===== src/rtl/gfx_bar_pkg.sv =====
package gfx_bar_pkg;
  localparam int CFG_DW_W = 6;
  localparam int FUNC_W   = 3;

  typedef enum logic [1:0] {
    SZ_BYTE  = 2'd0,
    SZ_WORD  = 2'd1,
    SZ_DWORD = 2'd2,
    SZ_RSVD  = 2'd3
  } cyc_size_e;
endpackage


===== src/rtl/gfx_bar_reg.sv =====
module gfx_bar_reg #(
  parameter int          DATA_W  = 32,
  parameter logic [31:0] WR_MASK = 32'hFFF8_0000,
  parameter logic [31:0] FIXED   = 32'h0000_0000
) (
  input  logic                clk,
  input  logic                rst,
  input  logic                wr_en,
  input  logic [DATA_W/8-1:0] wr_be,
  input  logic [DATA_W-1:0]   wr_data,
  output logic [DATA_W-1:0]   value
);
  localparam int NBYTES = DATA_W / 8;

  logic [DATA_W-1:0] q;

  always_ff @(posedge clk) begin
    if (rst) begin
      q <= '0;
    end else if (wr_en) begin
      for (int b = 0; b < NBYTES; b++) begin
        if (wr_be[b]) q[8*b +: 8] <= wr_data[8*b +: 8] & WR_MASK[8*b +: 8];
      end
    end
  end

  assign value = q | FIXED[DATA_W-1:0];

  AST_HOLD_NO_WRITE: assert property (@(posedge clk) disable iff (rst)
    !wr_en |=> $stable(value));

  for (genvar g = 0; g < NBYTES; g++) begin : g_be_chk
    AST_BYTE_MASKED: assert property (@(posedge clk) disable iff (rst)
      (wr_en && !wr_be[g]) |=> $stable(value[8*g +: 8]));
  end
endmodule


===== src/rtl/gfx_bar_match.sv =====
module gfx_bar_match #(
  parameter int ADDR_W  = 32,
  parameter int WIN_LSB = 19,
  parameter int SPACE_W = 32
) (
  input  logic [ADDR_W-1:0] addr,
  input  logic [ADDR_W-1:0] base,
  output logic              hit
);
  localparam int CMP_MSB = SPACE_W - 1;

  logic base_eq;
  logic upper_zero;

  assign base_eq = (addr[CMP_MSB:WIN_LSB] == base[CMP_MSB:WIN_LSB]);

  if (SPACE_W < ADDR_W) begin : g_narrow_space
    assign upper_zero = (addr[ADDR_W-1:SPACE_W] == '0);
    logic unused_base_hi;
    assign unused_base_hi = &{1'b0, base[ADDR_W-1:SPACE_W]};
  end else begin : g_full_space
    assign upper_zero = 1'b1;
  end

  logic unused_low;
  assign unused_low = &{1'b0, addr[WIN_LSB-1:0], base[WIN_LSB-1:0]};

  assign hit = base_eq & upper_zero;
endmodule


===== src/rtl/gfx_bar_rdmux.sv =====
module gfx_bar_rdmux #(
  parameter int DATA_W = 32
) (
  input  logic              clk,
  input  logic              rst,
  input  logic              sel_mem,
  input  logic              sel_io,
  input  logic [DATA_W-1:0] mem_val,
  input  logic [DATA_W-1:0] io_val,
  output logic [DATA_W-1:0] rdata
);
  always_ff @(posedge clk) begin
    if (rst)          rdata <= '0;
    else if (sel_mem) rdata <= mem_val;
    else if (sel_io)  rdata <= io_val;
    else              rdata <= '0;
  end

  AST_UNMAPPED_ZERO: assert property (@(posedge clk) disable iff (rst)
    (!sel_mem && !sel_io) |=> (rdata == '0));
endmodule


===== src/rtl/gfx_bar_decode.sv =====
module gfx_bar_decode
  import gfx_bar_pkg::*;
#(
  parameter int                  ADDR_W       = 32,
  parameter int                  MEM_WIN_LOG2 = 19,
  parameter int                  IO_WIN_LOG2  = 3,
  parameter int                  IO_SPACE_W   = 16,
  parameter logic [CFG_DW_W-1:0] MEM_DW       = 6'd5,
  parameter logic [CFG_DW_W-1:0] IO_DW        = 6'd6
) (
  input  logic                clk,
  input  logic                rst,
  input  logic                cfg_we,
  input  logic [FUNC_W-1:0]   cfg_func,
  input  logic [CFG_DW_W-1:0] cfg_dw_off,
  input  logic [3:0]          cfg_be,
  input  logic [31:0]         cfg_wdata,
  output logic [31:0]         cfg_rdata,
  input  logic                cyc_valid,
  input  logic                cyc_is_io,
  input  logic [ADDR_W-1:0]   cyc_addr,
  input  logic [1:0]          cyc_size,
  input  logic                io_en,
  input  logic                dev_on,
  input  logic                fuse_dis,
  output logic                mem_hit,
  output logic                io_hit
);
  localparam logic [31:0] ONES      = 32'hFFFF_FFFF;
  localparam logic [31:0] MEM_WMASK = ONES << MEM_WIN_LOG2;
  localparam logic [31:0] IO_WMASK  = (ONES << IO_WIN_LOG2) & ~(ONES << IO_SPACE_W);
  localparam logic [31:0] MEM_FIXED = 32'h0000_0000;
  localparam logic [31:0] IO_FIXED  = 32'h0000_0001;

  logic        fn0;
  logic        sel_mem, sel_io;
  logic [31:0] mem_bar, io_bar;
  logic        mem_match, io_match;
  logic        io_allowed, size_ok;

  assign fn0     = (cfg_func == '0);
  assign sel_mem = fn0 && (cfg_dw_off == MEM_DW);
  assign sel_io  = fn0 && (cfg_dw_off == IO_DW);

  gfx_bar_reg #(.DATA_W(32), .WR_MASK(MEM_WMASK), .FIXED(MEM_FIXED)) i_mem_bar (
    .clk(clk), .rst(rst), .wr_en(cfg_we && sel_mem), .wr_be(cfg_be),
    .wr_data(cfg_wdata), .value(mem_bar));

  gfx_bar_reg #(.DATA_W(32), .WR_MASK(IO_WMASK), .FIXED(IO_FIXED)) i_io_bar (
    .clk(clk), .rst(rst), .wr_en(cfg_we && sel_io), .wr_be(cfg_be),
    .wr_data(cfg_wdata), .value(io_bar));

  gfx_bar_rdmux #(.DATA_W(32)) i_rdmux (
    .clk(clk), .rst(rst), .sel_mem(sel_mem), .sel_io(sel_io),
    .mem_val(mem_bar), .io_val(io_bar), .rdata(cfg_rdata));

  gfx_bar_match #(.ADDR_W(ADDR_W), .WIN_LSB(MEM_WIN_LOG2), .SPACE_W(ADDR_W)) i_mem_match (
    .addr(cyc_addr), .base(mem_bar), .hit(mem_match));

  gfx_bar_match #(.ADDR_W(ADDR_W), .WIN_LSB(IO_WIN_LOG2), .SPACE_W(IO_SPACE_W)) i_io_match (
    .addr(cyc_addr), .base(io_bar), .hit(io_match));

  assign io_allowed = io_en && dev_on && !fuse_dis;
  assign size_ok    = (cyc_size != SZ_RSVD);

  assign mem_hit = cyc_valid && !cyc_is_io && mem_match;
  assign io_hit  = cyc_valid && cyc_is_io && size_ok && io_allowed && io_match;

  AST_MEM_RO_BITS: assert property (@(posedge clk) disable iff (rst)
    $past(!rst && sel_mem) |-> (cfg_rdata[MEM_WIN_LOG2-1:0] == '0));

  AST_IO_RO_BITS: assert property (@(posedge clk) disable iff (rst)
    $past(!rst && sel_io) |-> (cfg_rdata[31:IO_SPACE_W] == '0 &&
                               cfg_rdata[2:1] == 2'b00 && cfg_rdata[0]));

  AST_OTHER_FUNC_ZERO: assert property (@(posedge clk) disable iff (rst)
    $past(!rst && cfg_func != '0) |-> (cfg_rdata == '0));

  AST_IO_GATED: assert property (@(posedge clk) disable iff (rst)
    io_hit |-> (io_en && dev_on && !fuse_dis));

  AST_HIT_EXCL: assert property (@(posedge clk) disable iff (rst)
    !(mem_hit && io_hit));

  AST_IDLE_NO_HIT: assert property (@(posedge clk) disable iff (rst)
    !cyc_valid |-> (!mem_hit && !io_hit));
endmodule


===== config.mk =====
export PLATFORM = sky130hd
export DESIGN_NAME = gfx_bar_decode
export DESIGN_NICKNAME = d
export VERILOG_FILES = /design/src/rtl/gfx_bar_pkg.sv /design/src/rtl/gfx_bar_reg.sv /design/src/rtl/gfx_bar_match.sv /design/src/rtl/gfx_bar_rdmux.sv /design/src/rtl/gfx_bar_decode.sv
export SDC_FILE = /design/constraint.sdc
export NUM_CORES = 1
export LEC_CHECK = 0
export BUFFER_PORTS_ARGS = -buffer_cell sky130_fd_sc_hd__buf_4
export CAP_MARGIN = 5
export CELL_PAD_IN_SITES_DETAIL_PLACEMENT = 0
export CELL_PAD_IN_SITES_GLOBAL_PLACEMENT = 1
export CORE_UTILIZATION = 32
export DETAILED_ROUTE_END_ITERATION = 10
export GPL_TIMING_DRIVEN = 0
export PLACE_DENSITY_LB_ADDON = 0.1
export RECOVER_POWER = 100
export SLEW_MARGIN = 30
export SYNTH_ARGS = -nofsm -noshare
export SYNTH_HDL_FRONTEND = slang
export SYNTH_HIERARCHICAL = 1
export SYNTH_SLANG_ARGS = --single-unit

===== constraint.sdc =====
create_clock -name clk -period 1.8 [get_ports clk]
set_clock_uncertainty 0.1 [all_clocks]
set_input_delay 0.27 -clock clk [delete_from_list [all_inputs] [get_ports clk]]
set_output_delay 0.27 -clock clk [all_outputs]
set_load 0.01 [all_outputs]

Yosys cells after proc, flatten, opt, wreduce, memory -nomap -nowiden
Cells that the tools add are included.
- input bits: 87
- register bits after elaboration: 58
- logic and storage cells: 38
- bitwise gates (word level): 2
- multiplexer cells: 2
- reduce and logical (&&, ||, !) cells: 22
- equality and inequality tests: 5
- operators by type and width (operator ; count):
    2-to-1 mux 32 bit ; 1
    equality test 13 bit ; 2
    zero test 16 bit ; 1
    2-to-1 mux 16 bit ; 1
    equality test 6 x 3 -> 1 bit, second input constant ; 2
    logical AND 1 bit ; 12
    AND reduction 2 bit ; 4
    zero test 3 bit ; 1
    OR reduction 3 bit ; 1
    zero test 1 bit ; 2
    inequality test 2 bit, second input constant ; 1
    OR reduction 2 bit ; 1
    bitwise AND 1 bit ; 1
    NOT 1 bit ; 1

Longest topological paths before layout
- word-level depth: 4
- mapped depth: 6
- mapped depth without buffers: 6

By module
Netlist, hierarchy kept.
- by module, submodules not included (module ; cells an instance ; instances ; area each (µm²)):
    gfx_bar_rdmux ; 141 ; 1 ; 1247.4
    gfx_bar_reg at i_io_bar ; 80 ; 1 ; 748.2
    gfx_bar_reg at i_mem_bar ; 79 ; 1 ; 744.5
    gfx_bar_match at i_io_match ; 23 ; 1 ; 193.9
    gfx_bar_match at i_mem_match ; 17 ; 1 ; 145.1
    gfx_bar_decode ; 14 ; 1 ; 97.6

Worst setup path after synthesis
No wires, ideal clock.
- kind: input to output
- from: input cyc_addr[17]
- to: output io_hit
- setup slack: -259 ps
- stages: 6
- data arrival time: 1689 ps
- path buffers: 0
- path through: nor4_2 > nand4_1 > or4_1 > nor4_2 > nand2_1 > a211oi_1
- cells in the longest elaborated chain, start to end: 3
- RTL lines (what ; RTL line ; text):
    start: declaration ; gfx_bar_decode.sv:21 ; input logic [ADDR_W-1:0] cyc_addr,
    zero test 16 bit ; gfx_bar_match.sv:18 ; assign upper_zero = (addr[ADDR_W-1:SPACE_W] == '0);
    bitwise AND 1 bit ; gfx_bar_match.sv:28 ; assign hit = base_eq & upper_zero;
    net io_match ; gfx_bar_decode.sv:38 ; logic mem_match, io_match;
    logical AND 1 bit ; gfx_bar_decode.sv:67 ; assign io_hit = cyc_valid && cyc_is_io && size_ok && io_allowed && io_match;
    end: declaration ; gfx_bar_decode.sv:27 ; output logic io_hit
The timed path passes the listed nets, and every way through them passes these cells.

Final worst setup path
- from: register i_io_bar.q[5]
- to: output io_hit
- cells in the longest elaborated chain, start to end: 3
- RTL lines (what ; RTL line ; text):
    start: declaration ; gfx_bar_reg.sv:15 ; logic [DATA_W-1:0] q;
    start signal: indexed assignment ; gfx_bar_reg.sv:22 ; if (wr_be[b]) q[8*b +: 8] <= wr_data[8*b +: 8] & WR_MASK[8*b +: 8];
    equality test 13 bit ; gfx_bar_match.sv:15 ; assign base_eq = (addr[CMP_MSB:WIN_LSB] == base[CMP_MSB:WIN_LSB]);
    bitwise AND 1 bit ; gfx_bar_match.sv:28 ;
    net io_match ; gfx_bar_decode.sv:38 ;
    logical AND 1 bit ; gfx_bar_decode.sv:67 ;
The timed path passes the listed nets, and every way through them passes these cells.

==> results_dict.tcl <==
set metrics [dict create \
    run_status "finished with violations" \
    violations "setup timing" \
    min-delay-path-class "input pin to flip-flop" \
    ctsHtreeMaxLevel 3 \
    placement.io_buffers 107 \
    cp.required_ps 1430 \
    proportion_of_synthesized_area_in_mux_cells_pct 0 \
    design.die.area_sq_um 10300 \
    cts.reportedPaths.clkPinSlew_ps 70 \
    initial_antenna_violation_count 0 \
    worst_path_arrival_time_ps 2040 \
    synth_compound_gate_area_share_pct 18.3 \
    vias 2749 \
    worstSetupPathType "flip-flop to output port" \
    cp_slowest_stage_delay_ps 520 \
    cts_tree "yes" \
    power_per_cell_area_nw_per_um2 644 \
    insertedDiodeCount 0 \
    power.share.clock_pct 43.8 \
    grt_setup_unrepaired "true" \
    holdBufCountCts 0 \
    cts_max_path_buffers 2 \
    die_width_um 102 \
    final_common_cell "sky130_fd_sc_hd__buf_4" \
    cts-buffers-inserted 9 \
    power.static_leakage_nw 1.79 \
    track_usage_pct 17.1 \
    routed_wire_length_per_instance_um 13.5 \
    totalNegativeSetupSlack_ps -965 \
    timing.final.hold_violations 0 \
    drc 0 \
    floorplan.initialDensity_pct 33.7 \
    synth.distinct_cells 28 \
    synthSimpleGateAreaFrac_pct 21.7 \
    detailed_place_hpwl_mm 6.55 \
    final_min_period_over_clock_period_pct 134 \
    ant_nets 0 \
    critPathTopFamily "simple AND/OR/NAND/NOR gates" \
    grt_max_degree 14 \
    cp_max_fo 3 \
    grt_first_pass_wirelength_mm 13.3 \
    finalSetupViolCount 4 \
    synthesis.instances 354 \
    reg_power_share_pct 45.0 \
    finalWorstPathRequiredPeriod_ps 2410 \
    via_count_normalized_by_instance_count 4.28 \
    number_of_register_bits_inferred_by_synthesis 58 \
    peak_vdd_ir_mv 0.377 \
    drt_first_pass_iters 4 \
    core_sq_um 9420 \
    synth_seq_area_share_pct 36.5 \
    place_worst_setup_slack_ps -546 \
    endpoint_kind "output port" \
    post_synthesis_adder_cell_area_fraction_pct 0 \
    syn-cell-area_sq_um 3180 \
    detail_route.iter0.violations 43 \
    number_of_max_capacitance_violations_reported 0 \
    worstSkewPairLatency_ps 330 \
    commonest_cells_after_routing_fill_and_taps_aside "sky130_fd_sc_hd__buf_4 (115), sky130_fd_sc_hd__a21oi_1 (51), sky130_fd_sc_hd__dfxtp_1 (49)" \
    final-instance-count-excl-fill 642 \
    finalWirelength_mm 8.69 \
    yosys_warnings 6 \
    drv_slew 0 \
    place_inst 625 \
    clock_sinks 58 \
    place.gp.congestion 0.828 \
    post_synth_xor_area_fraction_pct 7.17 \
    critPathSlowestCell "sky130_fd_sc_hd__or4_4" \
    crit_chain "xnor2_2, nand4_1, or4_4, nor4_4, nand2_1, a211oi_2, buf_4" \
    synthesis.area_per_instance_sq_um 8.97 \
    total_switching_power_mw 0.634 \
    row_count 35 \
    worstSetupStartpointType "flip-flop" \
    intPower_mw 2.22 \
    areaGrowthSynthToFinish_pct 39.6 \
    comb_power_share_pct 11.2 \
    final_critical_path_setup_slack_ps -609 \
    overflow 0 \
    drive_above_1_share_pct 37.4 \
    timing_limited_maximum_frequency_mhz 415 \
    io-pin-count 121 \
    power_switching_share_pct 22.2 \
    grt_pass1_vias 2586 \
    die_h_um 102 \
    worst_path_buf_inv 1 \
    fin_util_pct 47.1 \
    cts_root_buf "sky130_fd_sc_hd__clkbuf_8" \
    synth_top_family_by_area "simple AND/OR/NAND/NOR gates" \
    nets 596 \
]
==> area by class of cell <==
cell class,instances,area [sq um]
multi-input cells,265,1710
clock buffers,13,169
repair buffers,109,698
clock inverters,2,35.0
fillers,965,4980
inverters,1,3.75
plain buffers,65,490
well taps,129,161
flip-flops and latches,58,1170
==> final timing paths <==
path	cells past startpoint	to	start	slack [ps]
setup / recovery	7	io_hit	i_io_bar/q[5]	-610
hold / removal	3	i_io_bar/q[7]	cfg_wdata[7]	90
setup reg to reg	3	i_mem_bar/value[19]	i_mem_bar/value[19]	830
hold reg to reg	2	i_rdmux/rdata[22]	i_mem_bar/value[22]	410
==> layer usage <==
| metal | global-route usage [%] | part of all wire [%] | vias to the layer above |
|---|---|---|---|
| li1 | - | - | 1456 |
| met1 | 23.9 | 48 | 1219 |
| met2 | 26.1 | 46 | 63 |
| met3 | 3.31 | 4.4 | 11 |
| met4 | 5.80 | 1.5 | 0 |
| met5 | 0 | 0 | - |
==> sequential cells by signal, indices dropped and copies added, names as in the netlist <==
name             cells
i_io_bar/q          13
i_mem_bar/value     13
i_rdmux/rdata       32
==> power groups by stage <==
stage | registers, mW | logic, mW | clock network (mW)
2_1_floorplan | 1.31 | 0.147 | 0
3_3_place_gp | 1.31 | 0.311 | 0
3_5_place_dp | 1.31 | 0.312 | 0
4_1_cts | 1.28 | 0.315 | 1.30
5_1_grt | 1.28 | 0.348 | 1.35
6_report | 1.28 | 0.321 | 1.25
==> tightest hold or removal path, stage by stage <==
cell and delay (ps):
sky130_fd_sc_hd__buf_4 110, sky130_fd_sc_hd__nand3_1 50, sky130_fd_sc_hd__a21oi_1 50
==> cell usage after synthesis <==
library cell,instances,share of area [%]
sky130_fd_sc_hd__nand4_1,5,0.98
sky130_fd_sc_hd__nand2_1,35,4.1
sky130_fd_sc_hd__or4b_4,1,0.43
sky130_fd_sc_hd__buf_8,2,0.95
sky130_fd_sc_hd__a21oi_2,6,1.7
sky130_fd_sc_hd__dfxtp_1,58,37
sky130_fd_sc_hd__inv_1,1,0.12
sky130_fd_sc_hd__clkbuf_1,3,0.35
sky130_fd_sc_hd__a21bo_1,14,4.4
sky130_fd_sc_hd__nand3b_1,34,8.0
sky130_fd_sc_hd__a211oi_1,1,0.24
sky130_fd_sc_hd__or4_1,1,0.24
sky130_fd_sc_hd__buf_6,10,3.5
sky130_fd_sc_hd__nor2_1,1,0.12
sky130_fd_sc_hd__nand4b_1,1,0.28
sky130_fd_sc_hd__xnor2_1,17,4.7
sky130_fd_sc_hd__conb_1,3,0.35
sky130_fd_sc_hd__buf_4,40,9.5
sky130_fd_sc_hd__or3_1,1,0.20
sky130_fd_sc_hd__xor2_1,9,2.5
sky130_fd_sc_hd__nor4b_2,1,0.47
sky130_fd_sc_hd__nand3_1,26,4.1
sky130_fd_sc_hd__nor3_1,2,0.32
sky130_fd_sc_hd__nor4_2,4,1.6
sky130_fd_sc_hd__nor4_1,4,0.79
sky130_fd_sc_hd__buf_2,10,1.6
sky130_fd_sc_hd__a21oi_1,52,8.2
sky130_fd_sc_hd__a21bo_2,12,3.8
==> per-stage QoR <==
stage	total power, mW	instance area [sq um]	hold WS [ps]
finish	2.86	4440	94.9
floorplan	1.46	3320	232
global placement	1.62	4290	403
detailed placement	1.63	4290	400
global route	2.98	4440	78.1
CTS	2.90	4530	78.5
==> what timing repair did <==
action	in CTS	in global routing
setup endpoints to repair	2	22
resized for setup	12	12
buffers inserted	1	1
endpoints found under the hold margin	0	0
pin swaps	9	8
==> cell families (layout without fill, tap and decap cells) <==
kind of cell           count (synthesis)  in the layout
AND/OR/NAND/NOR                      116            116
AO/OA/AOI/OAI                         85             85
flip-flops                            58             58
other                                  3             38
buffers and inverters                 66            190
XOR/XNOR                              26             26
Power figures use the tool's default switching activity.
